File: src/rtl/aon_intc_pkg.sv
package aon_intc_pkg;

   typedef enum logic [1:0] {
      TRIG_LVL_LO = 2'd0,
      TRIG_FALL   = 2'd1,
      TRIG_LVL_HI = 2'd2,
      TRIG_RISE   = 2'd3
   } nmi_trig_e;

   localparam logic [7:0] OFS_VEC  = 8'h00;
   localparam logic [7:0] OFS_BASE = 8'h04;
   localparam logic [7:0] OFS_NCTL = 8'h0C;
   localparam logic [7:0] OFS_PEND = 8'h10;
   localparam logic [7:0] OFS_EN   = 8'h40;
   localparam logic [7:0] OFS_MSK  = 8'h50;
   localparam logic [7:0] OFS_RSP  = 8'h60;

endpackage

File: src/rtl/aon_sync.sv
module aon_sync #(
   parameter int         W       = 1,
   parameter int         STAGES  = 2,
   parameter logic [W-1:0] RST_VAL = '0
) (
   input  logic         clk,
   input  logic         rst_n,
   input  logic [W-1:0] d,
   output logic [W-1:0] q
);
   if (STAGES < 2) begin : g_bad_stages
      $error("aon_sync: STAGES must be at least 2");
   end

   logic [W-1:0] stg [STAGES];

   always_ff @(posedge clk or negedge rst_n) begin
      if (!rst_n) begin
         for (int i = 0; i < STAGES; i++) stg[i] <= RST_VAL;
      end else begin
         stg[0] <= d;
         for (int i = 1; i < STAGES; i++) stg[i] <= stg[i-1];
      end
   end

   assign q = stg[STAGES-1];
endmodule

File: src/rtl/aon_nmi_detect.sv
module aon_nmi_detect
   import aon_intc_pkg::*;
(
   input  logic      clk,
   input  logic      rst_n,
   input  logic      lvl,
   input  nmi_trig_e mode,
   output logic      hit
);
   logic prev_q;

   always_ff @(posedge clk or negedge rst_n) begin
      if (!rst_n) prev_q <= 1'b1;
      else        prev_q <= lvl;
   end

   always_comb begin
      unique case (mode)
         TRIG_LVL_LO: hit = ~lvl;
         TRIG_FALL:   hit = prev_q & ~lvl;
         TRIG_LVL_HI: hit = lvl;
         TRIG_RISE:   hit = ~prev_q & lvl;
         default:     hit = 1'b0;
      endcase
   end
endmodule

File: src/rtl/aon_rise_bank.sv
module aon_rise_bank #(
   parameter int W = 31
) (
   input  logic         clk,
   input  logic         rst_n,
   input  logic [W-1:0] lvl,
   output logic [W-1:0] rise
);
   logic [W-1:0] prev_q;

   always_ff @(posedge clk or negedge rst_n) begin
      if (!rst_n) prev_q <= '0;
      else        prev_q <= lvl;
   end

   assign rise = lvl & ~prev_q;
endmodule

File: src/rtl/aon_low_find.sv
module aon_low_find #(
   parameter int W     = 32,
   parameter int IDX_W = (W > 1) ? $clog2(W) : 1
) (
   input  logic [W-1:0]     req,
   output logic             found,
   output logic [IDX_W-1:0] idx
);
   always_comb begin
      found = 1'b0;
      idx   = '0;
      for (int i = W - 1; i >= 0; i--) begin
         if (req[i]) begin
            found = 1'b1;
            idx   = IDX_W'(i);
         end
      end
   end
endmodule

File: src/rtl/aon_wake_intc.sv
module aon_wake_intc
   import aon_intc_pkg::*;
#(
   parameter int NUM_SRC     = 32,
   parameter int ADDR_W      = 8,
   parameter int DATA_W      = 32,
   parameter int SYNC_STAGES = 2
) (
   input  logic                clk,
   input  logic                rst_n,
   input  logic                nmi_pin,
   input  logic [NUM_SRC-1:1]  irq_in,
   input  logic                bus_sel,
   input  logic                bus_wr,
   input  logic                bus_rd,
   input  logic [ADDR_W-1:0]   bus_addr,
   input  logic [DATA_W-1:0]   bus_wdata,
   output logic [DATA_W-1:0]   bus_rdata,
   output logic                nmi_irq_o,
   output logic                coproc_req_o
);
   localparam int IDX_W = $clog2(NUM_SRC);
   localparam int PER_W = NUM_SRC - 1;

   if (NUM_SRC < 2 || NUM_SRC > 32) begin : g_bad_src
      $error("aon_wake_intc: NUM_SRC must lie in 2..32");
   end
   if (ADDR_W < 7) begin : g_bad_addr
      $error("aon_wake_intc: ADDR_W must cover offset 0x60");
   end
   if (DATA_W < NUM_SRC || DATA_W < IDX_W + 2) begin : g_bad_data
      $error("aon_wake_intc: DATA_W too narrow");
   end

   // synchronizers: the pin idles high, peripherals idle low
   logic             nmi_s;
   logic [PER_W-1:0] per_s;

   aon_sync #(.W(1), .STAGES(SYNC_STAGES), .RST_VAL(1'b1)) u_sync_nmi (
      .clk(clk), .rst_n(rst_n), .d(nmi_pin), .q(nmi_s)
   );
   aon_sync #(.W(PER_W), .STAGES(SYNC_STAGES), .RST_VAL('0)) u_sync_per (
      .clk(clk), .rst_n(rst_n), .d(irq_in), .q(per_s)
   );

   // registers
   logic [DATA_W-1:0]  base_q;
   nmi_trig_e          nctl_q;
   logic [NUM_SRC-1:0] pend_q, en_q, msk_q, rsp_q;

   // event detection
   logic             nmi_hit;
   logic [PER_W-1:0] per_rise;

   aon_nmi_detect u_nmi_det (
      .clk(clk), .rst_n(rst_n), .lvl(nmi_s), .mode(nctl_q), .hit(nmi_hit)
   );
   aon_rise_bank #(.W(PER_W)) u_rise (
      .clk(clk), .rst_n(rst_n), .lvl(per_s), .rise(per_rise)
   );

   logic [NUM_SRC-1:0] evt;
   assign evt = {per_rise, nmi_hit};

   // decode
   logic wr_base, wr_nctl, wr_pend, wr_en, wr_msk, wr_rsp, rd_vec;
   assign wr_base = bus_sel & bus_wr & (bus_addr == ADDR_W'(OFS_BASE));
   assign wr_nctl = bus_sel & bus_wr & (bus_addr == ADDR_W'(OFS_NCTL));
   assign wr_pend = bus_sel & bus_wr & (bus_addr == ADDR_W'(OFS_PEND));
   assign wr_en   = bus_sel & bus_wr & (bus_addr == ADDR_W'(OFS_EN));
   assign wr_msk  = bus_sel & bus_wr & (bus_addr == ADDR_W'(OFS_MSK));
   assign wr_rsp  = bus_sel & bus_wr & (bus_addr == ADDR_W'(OFS_RSP));
   assign rd_vec  = bus_sel & bus_rd & (bus_addr == ADDR_W'(OFS_VEC));

   // lowest active source
   logic [NUM_SRC-1:0] active;
   logic               found;
   logic [IDX_W-1:0]   idx;

   assign active = pend_q & en_q & ~msk_q;

   aon_low_find #(.W(NUM_SRC), .IDX_W(IDX_W)) u_find (
      .req(active), .found(found), .idx(idx)
   );

   logic [DATA_W-1:0] vec;
   assign vec = found ? base_q + DATA_W'({idx, 2'b00}) : base_q;

   logic [NUM_SRC-1:0] pend_clr, rsp_clr, rsp_set;
   assign pend_clr = wr_pend ? bus_wdata[NUM_SRC-1:0] : '0;
   assign rsp_clr  = wr_rsp  ? bus_wdata[NUM_SRC-1:0] : '0;
   assign rsp_set  = (rd_vec && found) ? (NUM_SRC'(1) << idx) : '0;

   always_ff @(posedge clk or negedge rst_n) begin
      if (!rst_n) begin
         base_q <= '0;
         nctl_q <= TRIG_LVL_LO;
         pend_q <= '0;
         en_q   <= '0;
         msk_q  <= '0;
         rsp_q  <= '0;
      end else begin
         if (wr_base) base_q <= bus_wdata;
         if (wr_nctl) nctl_q <= nmi_trig_e'(bus_wdata[1:0]);
         if (wr_en)   en_q   <= bus_wdata[NUM_SRC-1:0];
         if (wr_msk)  msk_q  <= bus_wdata[NUM_SRC-1:0];
         pend_q <= (pend_q & ~pend_clr) | evt;
         rsp_q  <= (rsp_q & ~rsp_clr) | rsp_set;
      end
   end

   // read mux
   always_comb begin
      bus_rdata = '0;
      unique case (bus_addr)
         ADDR_W'(OFS_VEC):  bus_rdata = vec;
         ADDR_W'(OFS_BASE): bus_rdata = base_q;
         ADDR_W'(OFS_NCTL): bus_rdata = DATA_W'(nctl_q);
         ADDR_W'(OFS_PEND): bus_rdata = DATA_W'(pend_q);
         ADDR_W'(OFS_EN):   bus_rdata = DATA_W'(en_q);
         ADDR_W'(OFS_MSK):  bus_rdata = DATA_W'(msk_q);
         ADDR_W'(OFS_RSP):  bus_rdata = DATA_W'(rsp_q);
         default:           bus_rdata = '0;
      endcase
   end

   assign nmi_irq_o    = pend_q[0] & en_q[0];
   assign coproc_req_o = |(active & ~rsp_q);

endmodule

File: config.mk
export PLATFORM = sky130hd
export DESIGN_NAME = aon_wake_intc
export DESIGN_NICKNAME = d
export VERILOG_FILES = /design/src/rtl/aon_intc_pkg.sv /design/src/rtl/aon_sync.sv /design/src/rtl/aon_nmi_detect.sv /design/src/rtl/aon_rise_bank.sv /design/src/rtl/aon_low_find.sv /design/src/rtl/aon_wake_intc.sv
export SDC_FILE = /design/constraint.sdc
export NUM_CORES = 1
export LEC_CHECK = 0
export ABC_AREA = 1
export BUFFER_PORTS_ARGS = -buffer_cell sky130_fd_sc_hd__clkbuf_2
export CAP_MARGIN = 0
export CORE_ASPECT_RATIO = 0.7
export CORE_MARGIN = 2
export CORE_UTILIZATION = 34
export CTS_CLUSTER_DIAMETER = 40
export DETAILED_ROUTE_END_ITERATION = 10
export PLACE_DENSITY = 0.51
export SLEW_MARGIN = 25
export SYNTH_ARGS = -nofsm -noshare
export SYNTH_HDL_FRONTEND = slang
export SYNTH_SLANG_ARGS = --single-unit
File: constraint.sdc
create_clock -name clk -period 14.7 [get_ports clk]
set_clock_uncertainty 0.2 [all_clocks]
set_input_delay 4.41 -clock clk [delete_from_list [all_inputs] [get_ports clk]]
set_output_delay 4.41 -clock clk [all_outputs]
set_load 0.05 [all_outputs]
### Yosys cells after proc, flatten, opt, wreduce, memory -nomap -nowiden

Cells that the tools add are included.

* add/sub/neg operators: 1
* eq/ne operators: 9
* shifts and indexed selects: 1
* muxes and demuxes: 70
* bitwise gates (word level): 27
* reduce and logical (&&, ||, !) cells: 4

Operator list (number)
* $pmux W32 S7: 1
* $and A32 B32 Y32: 5
* $mux W5: 32
* $mux W32: 4
* $not A32 Y32: 4
* $or A32 B32 Y32: 2
* $add A32 B7 Y32: 1
* $mux W1: 32
* $reduce_or A32 Y1: 1
* $shl A1 B5 Y32 const A: 1
* $and A31 B31 Y31: 1
* $not A31 Y31: 1
* $eq A8 B7 Y1 const B: 3
* $and A1 B1 Y1: 12
* $eq A8 B3 Y1 const B: 1
* $eq A8 B4 Y1 const B: 1
* $eq A8 B5 Y1 const B: 1
* $logic_not A8 Y1: 1
* $eq A2 B2 Y1 const B: 2
* $pmux W1 S4: 1
* $eq A2 B1 Y1 const B: 1
* $logic_not A2 Y1: 1
* $not A1 Y1: 2
* $logic_and A1 B1 Y1: 1

* flip-flop bits (word level): 258
* bits of input ports: 77
* output and inout port bits: 34
* word-level logic and storage cells: 124

### Longest topological paths before layout

Gate-level depths: netlist of run 1.

* depth after elaboration: 37
* depth in mapped cells: 50
* gate-level depth less buffers: 50

### Modules after synthesis

From an unflattened synthesis of run 1, not the netlist that was laid out.

* cells, all modules: 1677
* area, all modules: 12928.6 µm²

Modules (own cells, without submodules)
* aon_wake_intc: instances 1, cells an instance 1372, area each 9502.9 µm², sequential area each 4053.9 µm²
* aon_sync (u_sync_per): instances 1, cells an instance 93, area each 1784.2 µm², sequential area each 1551.5 µm²
* aon_rise_bank: instances 1, cells an instance 93, area each 1086.0 µm², sequential area each 775.7 µm²
* aon_low_find: instances 1, cells an instance 107, area each 442.9 µm², sequential area each 0.0 µm²
* aon_nmi_detect: instances 1, cells an instance 10, area each 60.1 µm², sequential area each 26.3 µm²
* aon_sync (u_sync_nmi): instances 1, cells an instance 2, area each 52.6 µm², sequential area each 52.6 µm²

### Worst setup path after synthesis of run 1

Ideal clock, no wire load.

* kind: input port to output port
* start point: input port bus_addr[1]
* end point: output port bus_rdata[7]
* data arrival time: 7.402 ns
* required time: 10.090 ns
* slack: 2.688 ns
* stages on the path: 9
* buffers on the path: 0
* path through: nor2_1 inv_1 nor2_1 inv_1 nor2_1 inv_1 nor2_1 clkinv_1 o311ai_0

* longest elaborated chain between the ends: 2
* elaborated cells on any way between the ends: 8
* classes of those cells: eq/ne: 6; mux: 1; reduce/logical: 1

RTL lines
* start, declared: RTL line aon_wake_intc.sv:16 `input logic [ADDR_W-1:0] bus_addr,`
* $eq A8 B7 Y1, or another cell as far along: RTL line aon_wake_intc.sv:115 `unique case (bus_addr)`
* $pmux W32 S7 (*): RTL line aon_wake_intc.sv:115
* end, declared: RTL line aon_wake_intc.sv:18 `output logic [DATA_W-1:0] bus_rdata,`

Every way passes the cells marked *; elsewhere a longest branch is shown, timed or not.

### Worst setup path after layout of run 1

Ends and elaborated chain as after synthesis.

==> results by stage, run 1 <==
Placement:
- The HPWL after detailed placement is about 25,000 um.
- The cell area reported after detailed placement is 12,600 um2.
- At the end of routability-driven placement, the weighted congestion stood at 0.890.
- The number of buffers added on ports is 110.

Global route:
- The via count of the first global-routing pass was between 9,000 and 10,000.
- Global routing consumed, over all layers together, between 20% and 30% of the routing resources.
- The pin count of the biggest net entering global routing is around 110.
- The first global-routing pass estimated ~55,000 um of wire.
- The initial antenna violation count is 2.
- The total congestion overflow is 0.

Drt:
- The DRC violation count after routing is 0.
- The detail-routed net length per standard cell is roughly 19 um.
- Wires add up to between 30,000 and 40,000 um.
- The post-detailed-route count of antenna-violating nets is 0.
- The first-pass iteration count of the detailed router is 6.
- The routed via count divided by cell count is about 5.2.
- The routed layout has 9,872 vias.
- The DRC violation total after the first TritonRoute iteration is about 1,100.

Clock tree:
- The H-tree generated during clock tree synthesis spans 2 levels.
- The root buffer cell chosen for the clock tree is clkbuf_16.
- The number of buffers on the longest clock path is 3.
- After clock tree synthesis, the setup repair step added 0 buffers.
- The number of buffers created by CTS is 35.
- The number of clock sinks is between 200 and 300.
- In this run, post-CTS repair resized a total of 0 instances.
- The clock latency at the later pin of the worst-skew pair is 0.54 ns.
- The number of buffers inserted for hold repair after clock tree synthesis is 0.
- TritonCTS built the clock tree.
- After clock tree synthesis, the clock-pin slew on the worst setup and hold paths is approximately 0.060 ns.

Worst setup path:
- In this run the worst setup path terminates at bus_rdata[7].
- The critical path startpoint category is an input pin.
- The largest fanout on the critical path is 26.
- The classification of the worst setup path is in -> out.
- The worst register-to-register path has a setup slack of roughly 11 ns.
- STA classifies the critical path endpoint as an output pin.
- The required arrival time at the worst endpoint is a little over 10 ns.
- The launch point of the worst reg-to-reg path is pend_q[12].
- The critical path startpoint is bus_addr[1].
- The endpoint identified for the worst register-to-register timing path is rsp_q[10].
- For the worst flop-to-flop path, the logic depth is 10.
- Data arrives at the worst endpoint at about 7.1 ns.

Power:
- The portion of total power attributed to the clock network is approximately 49%.
- Of the total power, registers draw ~43%.
- In this run the static leakage power is 0.00654 uW.
- The switching power summed over all nets is 462 uW.
- The peak supply drop is a little over 80 uV.
- The internal power of the cells is around 1300 uW.
- Net switching is between 20% and 30% of the power.
- The total power consumption of the routed design is ~1700 uW.
- In this run, the combinational gates consume under 10% of the power.
- The power per standard cell area is approximately 130 nW/um2.

Logic synthesis:
- The top flip-flop cell by instance count after synthesis is dfrtp_1.
- By count the netlist is led by 266 x nand2_1, 256 x o21ai_0, 255 x dfrtp_1, 189 x inv_1, 60 x nand3_1.
- The number of distinct library cell variants in the gate-level netlist after synthesis is 47.
- The library cell occupying the most area in the post-synthesis netlist is dfrtp_1.
- Synthesis produced a netlist whose cell count is between 1,000 and 1,500.
- The cell area after synthesis is around 12,000 um2.
- In this run the biggest area consumer among cell types represents 55.0% of the synthesized area.
- The library cell with the highest instance count after synthesis is nand2_1.
- Counting flops with a built-in enable in the synthesized netlist gives 0.
- The sequential element share of the synthesized area is ~56%.
- The number of warnings printed during yosys synthesis is 0.
- The share of synthesized registers carrying an async set or reset is 100%.
- When the netlist entered floorplanning its net count stood at between 1,000 and 1,500.
- The average footprint of a synthesized cell is just under 9 um2.
- After synthesis the netlist holds a flip-flop and latch count of between 200 and 300.
- By area the synthesized netlist is led by dfrtp_1 55%, o21ai_0 11%, nand2_1 8.6%.

Timing:
- The final period utilization is around 80%.
- The final critical-path required period is 11.66 ns.
- Setup repair after global routing left no endpoint under its margin.
- The final hold violation count came to 0.
- The count of endpoints failing setup in the final report is 0.
- The count of pins over their slew limit is 0.
- Setup total negative slack on the finished layout was measured at 0 ns.
- The pin slew with the least headroom to its limit is 1.05 ns.
- Static timing analysis puts the maximum clock frequency at roughly 86 MHz.
- The relative max-transition margin is a little under 30%.

Floorplan:
- The starting density of the core is between 30% and 40%.
- The floorplan step defined a die boundary enclosing between 30,000 and 40,000 um2.
- The top-level port count is 111.
- The die is 159 um tall.
- In this run the core area contains 56 standard-cell rows.
- The core region is ~34,000 um2.
- The floorplan step set the die width to between 200 and 250 um.

Layout:
- Cells with a size suffix above 1 make up between 15 and 20% of the layout.
- The number of diodes is 0.
- After filler insertion, the fill cell instance count of the layout stands at around 3,300.
- The final cell area excluding filler cells is 13,800 um2.
- The post-synthesis to final-layout area growth is 18.8%.
- The final-stage net count is approximately 1,500.

Worst hold path:
- The path class of the tightest hold or removal check is reg -> reg.

Flow run:
- The count of max-cap constraint violations is 0.

Status:
- The run finished with clean final reports.
-- how the worst min path moves through the flow --
stage / cells after the start / slack [ns] / to / startpoint
CTS: 0 / 0.13 / u_sync_per.q[4] / u_sync_per.stg[35]
finish: 0 / 0.13 / u_sync_per.q[4] / u_sync_per.stg[35]
floorplan: 0 / 0.13 / u_sync_per.q[0] / u_sync_per.stg[31]
global route: 0 / 0.14 / u_sync_per.q[4] / u_sync_per.stg[35]
global placement: 0 / 0.13 / u_sync_per.q[11] / u_sync_per.stg[42]
detailed placement: 0 / 0.13 / u_sync_per.q[6] / u_sync_per.stg[37]
-- cells by family (layout without fill, tap and decap cells) --
kind of cell,count (synthesis),after routing,share of synthesized area (%)
xor+xnor,3,3,0.226
compound gates,372,372,18.7
fa+ha+maj,3,3,0.323
buf+inv,241,382,8.01
simple gates,445,445,17.1
flops,258,258,55.6
-- per-stage QoR --
step           hold WS, ns  std cells  utilization, %  setup slack, ns
6_report             0.132       1898            41.1             3.04
4_1_cts              0.128       1898            41.1             3.08
3_3_place_gp         0.132       1837            37.7             3.11
2_1_floorplan        0.131       1322               -             2.69
3_5_place_dp         0.135       1837            37.7             3.08
5_1_grt              0.137       1898            41.1             2.85
-- routing by layer --
layer  global-route usage (%)  vias up  wire (um)
met1                     31.5     4758      17700
met2                     29.5      371      14700
met3                     3.49       70       2650
met5                        0        -          0
li1                         -     4673          -
met4                     5.68        0        774
-- cells in the final DEF, fill, tap and decap left out, drive strengths merged, types with 13 or more instances in the layout --
master / n
o21ai: 258
nand2: 276
clkbuf: 150
nand4: 15
buf: 13
nor2: 54
a21oi: 13
dfrtp: 255
a221oi: 30
inv: 203
a22oi: 20
o22ai: 18
nor3: 19
nand3: 65
-- worst max-delay path, stage by stage --
cell	delay, ns
clkbuf_2	0.08
nor2_1	0.15
inv_1	0.08
nor2_1	0.13
inv_1	0.06
nor2_1	0.15
inv_1	0.09
nor2_2	0.08
buf_4	0.35
clkinv_1	0.47
o311ai_0	0.61
clkbuf_2	0.37
-- final cells by class --
type / instances / area [um2] / share of cell area [%]
Clock buffer: 41 / 940 / 6.81
Sequential cell: 258 / 6460 / 46.8
Clock inverter: 20 / 209 / 1.51
Tap cell: 435 / 544 / 3.95
Multi-Input combinational cell: 823 / 4240 / 30.7
Inverter: 199 / 747 / 5.41
Timing Repair Buffer: 122 / 658 / 4.77
-- flip-flops by register name, indices dropped and copies added, names as in the netlist --
name and count:
rsp_q 32, u_sync_nmi.q 1, u_nmi_det.prev_q 1, u_sync_per.stg 31, pend_q 32, nctl_q 2, u_sync_nmi.stg 1, msk_q 32
en_q 32, u_sync_per.q 31, base_q 32, u_rise.prev_q 31
-- power groups by stage --
| stage | Sequential (uW) | Combinational (uW) | Clock (uW) |
|---|---|---|---|
| 3_3_place_gp | 756 | 146 | 0 |
| 2_1_floorplan | 753 | 83.9 | 0 |
| 4_1_cts | 744 | 147 | 864 |
| 5_1_grt | 746 | 163 | 893 |
| 3_5_place_dp | 756 | 146 | 0 |
| 6_report | 744 | 147 | 842 |
Power figures use the tool's default switching activity.
==> run 2, diff against run 1 <==
--- a/config.mk
+++ b/config.mk
@@ -13,7 +13,7 @@
 export CORE_UTILIZATION = 34
 export CTS_CLUSTER_DIAMETER = 40
 export DETAILED_ROUTE_END_ITERATION = 10
-export PLACE_DENSITY = 0.51
+export PLACE_DENSITY = 0.52
 export SLEW_MARGIN = 25
 export SYNTH_ARGS = -nofsm -noshare
 export SYNTH_HDL_FRONTEND = slang
==> constraint.sdc (replaced) <==
create_clock -name clk -period 10.6 [get_ports clk]
set_clock_uncertainty 0.2 [all_clocks]
set_input_delay 3.18 -clock clk [delete_from_list [all_inputs] [get_ports clk]]
set_output_delay 3.18 -clock clk [all_outputs]
set_load 0.05 [all_outputs]
==> run 2 against run 1 <==
  * Non-clock buffer count up 2
  * Critical path depth down 1
  * Worst setup slack worse by 1.7 ns
  * Die area did not move
  * Via count down 0.46%
  * Register-to-register slack got worse by 4.1 ns
  * Hold slack is essentially flat
  * Cell area up 0.62%
  * Total power increased by 40%
  * Sequential power rose by 38%
  * Global-route usage increased by 0.11 points
  * First-iteration DRC count shrank 6.2%
  * Highest routed layer is now met5
==> results by stage, run 2 (same netlist as run 1, synthesis figures left out) <==
Global route:
- The via count of the first global-routing pass is 9,383 (+1.9%).
- The initial antenna violation count is 2 (unchanged).
- The global router's overall resource usage came to 20.6% (+0.11 points).
- The global-route wire length before repair is 55,700 um (+0.64%).
- The pin count of the biggest net entering global routing came to 173 (+59%).
- The total congestion overflow was 0 (unchanged).

Drt:
- The overall via count from detail_route is 9,827 (-0.46%).
- The routed via count divided by cell count came to 5.17 (-0.51%).
- The DRC violation total after the first TritonRoute iteration was 989 (-6.2%).
- The final wirelength is 36,000 um (+0.49%).
- The detail-routed net length per standard cell is 19.0 um (+0.44%).
- The first-pass iteration count of the detailed router is 5 (-1).
- The DRC violation count after routing is 0 (unchanged).
- The post-detailed-route count of antenna-violating nets came to 0 (unchanged).

Layout:
- From synthesis to final layout, the design area changed by 19.5%.
- The library cells used most frequently in the layout, excluding fill and tap cells, are 263 x nand2_1, 256 x o21ai_0, 255 x dfrtp_1.
- The final instance count without filler cells is 1,899 (+0.053%).
- The commonest non-fill, non-tap cell in the layout is nand2_1.
- The fill cell instance count of the final layout is 3,338 (+0.24%).
- The share of cells above drive strength 1 is 15.6% (+0.26 points).
- The final-stage net count is 1,521 (+0.13%).
- The number of diodes came to 0 (unchanged).

Floorplan:
- The total number of placement rows was 56 (unchanged).
- The starting density of the core is 34.6% (unchanged).
- The y dimension of the die is 159 um (unchanged).
- The floorplan die width is 225 um (unchanged).
- The area of the core came to 33,600 um2 (unchanged).
- The top-level port count is 111 (unchanged).
- The overall die area was 35,700 um2 (unchanged).

Placement:
- The routability congestion estimate was 0.934 (+5.0%).
- The half-perimeter wire length of the detailed placement result is 25,000 um (-0.43%).
- The instance count after placement with tap cells included is 1,838 (+0.054%).
- The number of buffers added on ports came to 110 (unchanged).

Clock tree:
- The post-CTS repair timing setup buffer count is 0 (unchanged).
- The clock latency at the later pin of the worst-skew pair is 0.52 ns (-0.02 ns).
- The number of H-tree levels was 2 (unchanged).
- The clock transition at the registers of the reported paths is 0.06 ns (about the same).
- The number of buffers on the longest clock path came to 3 (unchanged).
- The TritonCTS clock tree is yes.
- The post-CTS resize count is 0 (unchanged).
- The number of buffers created by CTS is 35 (unchanged).
- The number of buffers inserted for hold repair after clock tree synthesis is 0 (unchanged).
- The root buffer cell chosen for the clock tree is clkbuf_16.
- The number of clock sinks is 258 (unchanged).

Worst hold path:
- In this run the worst hold path is classified as reg -> reg.
- The startpoint identified for the worst hold timing path is u_sync_per.stg[58].

Power:
- The peak supply drop is 99.3 uV (+23%).
- The leakage power figure was 0.00658 uW (+0.56%).
- The power per standard cell area came to 175 nW/um2 (+40%).

Timing:
- The relative max-transition margin is 32.5% (+2.8 points).
- The final period utilization is approximately 90%.
- The achievable frequency is between 100 and 150 MHz.
- Setup repair after global routing left no endpoint under its margin.
- The count of pins over their slew limit is 0 (unchanged).
- The final hold violation count is 0 (unchanged).
- The pin slew with the least headroom to its limit was 1.01 ns (-0.0421 ns).
- The count of endpoints failing setup in the final report is 0 (unchanged).
- The total negative setup slack was 0 ns (unchanged).
- For the finished layout, the period the worst path requires is slightly above 9 ns.

Worst setup path:
- The startpoint identified for the worst register-to-register timing path is pend_q[12].
- The cell with the largest stage delay on the worst path is inv_1.
- The largest fanout on the critical path is 20 (-23%).
- The most critical setup path has its startpoint at bus_addr[5].
- The required arrival time at the worst endpoint is 7.22 ns (-2.87 ns).
- The critical path startpoint category is an input pin.
- Traced cell by cell, the critical path runs through clkbuf_2 > nor2_1 > nand2_1 > nor2_1 > nand2_1 > inv_1 > a22oi_1 > o21ai_0 > a221oi_1 > o21ai_0 > clkbuf_2.
- The worst setup path is captured at an output pin.
- The classification of the worst setup path is in -> out.
- The delay of the slowest cell on the worst path was 0.86 ns (+0.25 ns).
- The arrival time of data at the critical path endpoint is 5.92 ns (-1.13 ns).

Flow run:
- The count of max-cap constraint violations is 0 (unchanged).

Status:
- The flow ran to the end, and the final reports show no timing, DRC or antenna violations.
## run 2: cell count changes in the layout (fill, tap and decap cells not counted), moves of 2 or more
cell,change
clkbuf_8,+2
clkbuf_1,-3
clkinv_2,-3
inv_6,+3
buf_4,+2
buf_6,-2
inv_8,-2
## run 2: path summary, 6_finish.rpt
path                                     to  slack [ns]  cells past startpoint
setup / recovery              bus_rdata[14]        1.30                     11
setup reg to reg                  rsp_q[14]        6.87                     10
hold / removal             u_sync_per.q[27]        0.13                      0
hold reg to reg            u_sync_per.q[27]        0.13                      0
min in group asynchronous         pend_q[1]        2.42                      1
max in group asynchronous        base_q[21]        6.33                      3
## run 2: area by class of cell
type / instances / area (um2) / share of cell area, %
Clock buffer: 41 / 981 / 7.07
Timing Repair Buffer: 124 / 698 / 5.03
Clock inverter: 19 / 213 / 1.53
Multi-Input combinational cell: 823 / 4240 / 30.5
Sequential cell: 258 / 6460 / 46.5
Inverter: 199 / 747 / 5.38
Tap cell: 435 / 544 / 3.92
## run 2: per-layer routing
| metal | part of all wire, % | vias to the layer above | wire length [um] | global-route usage (%) |
|---|---|---|---|---|
| met4 | 1.9 | 2 | 676 | 5.58 |
| li1 | - | 4675 | - | - |
| met3 | 8.2 | 50 | 2950 | 4.82 |
| met2 | 41 | 357 | 14900 | 29.5 |
| met1 | 48 | 4743 | 17400 | 30.9 |
| met5 | 0.036 | - | 13 | 0 |
## run 2: per-stage QoR
stage	power, uW	instance area, um2	setup WS, ns	hold slack [ns]	utilization (%)
final	2430	13900	1.30	0.132	41.4
after floorplan	1160	11600	1.05	0.131	-
after detailed placement	1250	12700	1.41	0.135	37.7
after global routing	2540	13900	1.14	0.154	41.4
after global placement	1250	12700	1.48	0.131	37.7
after CTS	2460	13900	1.40	0.143	41.3
## run 2: power by group
part / switching [uW] / leakage [uW] / internal (uW) / total [uW]
Clock: 473 / 0.000580 / 724 / 1200
Combinational: 153 / 0.00279 / 52.0 / 205
Sequential: 16.6 / 0.00320 / 1010 / 1030
Total: 642 / 0.00658 / 1790 / 2430
## run 2: worst max-delay path: cells and delay by family
kind	cells	cell delay (ns)
buffers and inverters	3	1.35
AO/OA/AOI/OAI	4	0.62
AND/OR/NAND/NOR	4	0.74
==> run 3, diff against run 2 <==
--- a/config.mk
+++ b/config.mk
@@ -13,7 +13,6 @@
 export CORE_UTILIZATION = 34
 export CTS_CLUSTER_DIAMETER = 40
 export DETAILED_ROUTE_END_ITERATION = 10
-export PLACE_DENSITY = 0.52
 export SLEW_MARGIN = 25
 export SYNTH_ARGS = -nofsm -noshare
 export SYNTH_HDL_FRONTEND = slang
==> run 3 against run 2 <==
  * Utilization down 0.12 points
  * Clock power about the same
  * Combinational power about the same
  * Hold slack better by 0.010 ns
  * Die area stayed put
  * Sequential share of layout area grew 0.13 points
  * Largest cell class unchanged
==> results by stage, run 3 (same netlist as run 1, synthesis figures left out) <==
Floorplan:
- The total number of placement rows is 56 (unchanged).
- The y dimension of the die is 159 um (unchanged).
- The overall die area is 35,700 um2 (unchanged).
- The floorplan die width is 225 um (unchanged).
- The starting density of the core was 34.6% (unchanged).
- The top-level port count is 111 (unchanged).
- The area of the core is 33,600 um2 (unchanged).

Timing:
- The final critical-path required period came to 9.25 ns (-0.0499 ns).
- The relative max-transition margin is 34.2% (+1.7 points).
- The total negative setup slack is 0 ns (unchanged).
- The count of pins over their slew limit is 0 (unchanged).
- The worst hold slack after final layout was 0.142 ns (+0.0100 ns).
- The pin slew with the least headroom to its limit is 0.986 ns (-0.0252 ns).
- The achievable frequency was 108 MHz (+0.54%).
- The final hold violation count is 0 (unchanged).
- The final period utilization was 87.2% (-0.47 points).
- The count of endpoints failing setup in the final report is 0 (unchanged).
- Setup repair after global routing left no endpoint under its margin.

Clock tree:
- The post-CTS repair timing setup buffer count is 0 (unchanged).
- The number of clock sinks is 258 (unchanged).
- The number of H-tree levels is 2 (unchanged).
- The clock latency at the later pin of the worst-skew pair is 0.52 ns (about the same).
- The clock transition at the registers of the reported paths came to 0.06 ns (about the same).
- The cell sitting at the root of the clock tree is a clkbuf_16.
- The number of buffers created by CTS is 35 (unchanged).
- The post-CTS resize count came to 0 (unchanged).
- The number of buffers inserted for hold repair after clock tree synthesis is 0 (unchanged).
- The number of buffers on the longest clock path came to 3 (unchanged).
- The TritonCTS clock tree is yes.

Drt:
- The final wirelength came to 35,600 um (-1.2%).
- The DRC violation count after routing came to 0 (unchanged).
- The overall via count from detail_route is 9,898 (+0.72%).
- The met3 layer wire length in the routed design is 3370 um (+14%).
- The detail-routed net length per standard cell came to 18.7 um (-1.2%).
- The met2 wire length was 14,500 um (-3.0%).
- The highest metal layer with signal wires is met5.
- The post-detailed-route count of antenna-violating nets is 0 (unchanged).
- The routed via count divided by cell count is 5.21 (+0.67%).
- The wire length on met1 is 16,800 um (-3.6%).
- The DRC violation total after the first TritonRoute iteration is 1,101 (+11%).
- The first-pass iteration count of the detailed router is 6 (+1).

Power:
- The peak supply drop is 90.9 uV (-8.5%).
- The portion of total power attributed to the clock network is 48.7% (-0.5 points).
- The leakage power figure is 0.00656 uW (-0.18%).
- The sequential power share came to 42.9% (+0.5 points).
- The switching power summed over all nets came to 638 uW (-0.70%).
- The internal power of the cells came to 1770 uW (-1.2%).
- The switching fraction of total power is 26.5% (+0.10 points).
- The power per standard cell area is 174 nW/um2 (-0.81%).
- The combinational share of power is 8.5% (about the same).

Global route:
- The global router's overall resource usage came to 20.2% (-0.38 points).
- The via count of the first global-routing pass is 9,355 (-0.30%).
- The global-route wire length before repair is 54,700 um (-1.8%).
- The initial antenna violation count is 0 (-2).
- The pin count of the biggest net entering global routing was 143 (-17%).
- The total congestion overflow is 0 (unchanged).

Worst setup path:
- The arrival time of data at the critical path endpoint is 5.87 ns (-0.05 ns).
- The worst register-to-register path begins at pend_q[12].
- The required arrival time at the worst endpoint is 7.22 ns (about the same).
- The endpoint identified for the worst register-to-register timing path is rsp_q[11].
- By startpoint and endpoint, the worst setup path is classified as in -> out.
- The cell count of the worst reg-to-reg path is 10 (unchanged).
- The critical path startpoint category is an input pin.
- The critical path starts at bus_addr[1].
- The category of the worst setup path capture point is an output pin.
- The slowest stage of the critical path belongs to the cell nor2_2.
- The minimum setup slack among reg-to-reg paths came to 6.78 ns (-0.09 ns).
- The largest fanout on the critical path is 13 (-35%).
- The delay of the slowest cell on the worst path is 0.66 ns (-0.20 ns).
- The critical path goes through clkbuf_2 > nor2_1 > inv_1 > nor2_1 > inv_1 > nor2_1 > inv_1 > nor3_1 > nand2_1 > nor2_2 > buf_4 > a221oi_1 > nand3_1 > clkbuf_2.

Worst hold path:
- The destination of the worst hold path is u_sync_per.q[7].
- The startpoint of the most critical hold path is u_sync_per.stg[38].
- The worst hold path belongs to the class reg -> reg.
- The number of cells traversed by the worst hold path is 0 (unchanged).

Layout:
- In the layout the commonest cells are 265 x nand2_1, 256 x o21ai_0, 255 x dfrtp_1.
- The final-stage net count is 1,520 (-0.066%).
- The end-of-flow core utilization is 41.2% (-0.12 points).
- The number of diodes is 0 (unchanged).
- Relative to the synthesized area, the layout overhead comes to 19.2%.
- Leaving out fill and tap cells, the most frequent cell in the layout is nand2_1.
- The share of cells above drive strength 1 is 15.4% (-0.28 points).

Placement:
- The half-perimeter wire length of the detailed placement result is 24,900 um (-0.26%).
- The routability congestion estimate is 0.900 (-3.7%).
- The number of buffers added on ports was 110 (unchanged).

Flow run:
- The count of max-cap constraint violations is 0 (unchanged).

Status:
- The run finished with clean final reports.
[run 3: per-stage QoR]
step | cell area, um2 | setup slack, ns | power [uW] | instances
finish | 13800 | 1.35 | 2410 | 1900
global route | 13800 | 1.16 | 2510 | 1900
global placement | 12600 | 1.45 | 1250 | 1837
CTS | 13800 | 1.42 | 2430 | 1899
detailed placement | 12600 | 1.42 | 1250 | 1837
floorplan | 11600 | 1.05 | 1160 | 1322
[run 3: power groups by stage]
stage	registers (uW)	logic [uW]	clock network, uW
floorplan	1040	116	0
global placement	1050	198	0
detailed placement	1050	201	0
CTS	1030	201	1200
global route	1030	228	1250
finish	1030	204	1170
[run 3: critical path, delay by kind of cell]
kind                   cells  cell delay, ns
AND/OR/NAND/NOR            7            1.59
buffers and inverters      6            0.99
AO/OA/AOI/OAI              1            0.11
[run 3: layout make-up]
| cell class | instances | area, um2 |
|---|---|---|
| fillers | 3358 | 19700 |
| flip-flops and latches | 258 | 6460 |
| multi-input cells | 823 | 4230 |
| clock buffers | 44 | 992 |
| inverters | 199 | 747 |
| repair buffers | 123 | 691 |
| well taps | 435 | 544 |
| clock inverters | 18 | 174 |
[run 3: how the worst max path moves through the flow]
| stage | end | slack (ns) | cells past startpoint |
|---|---|---|---|
| 2_1_floorplan | bus_rdata[7] | 1.05 | 9 |
| 3_3_place_gp | bus_rdata[19] | 1.45 | 14 |
| 3_5_place_dp | bus_rdata[19] | 1.42 | 14 |
| 4_1_cts | bus_rdata[19] | 1.42 | 14 |
| 5_1_grt | bus_rdata[19] | 1.16 | 14 |
| 6_report | bus_rdata[22] | 1.35 | 14 |
[run 3: routing by layer]
metal / vias to the layer above / global-route usage (%)
li1: 4684 / -
met1: 4714 / 30.0
met2: 433 / 28.3
met3: 65 / 5.41
met4: 2 / 6.12
met5: - / 2.24
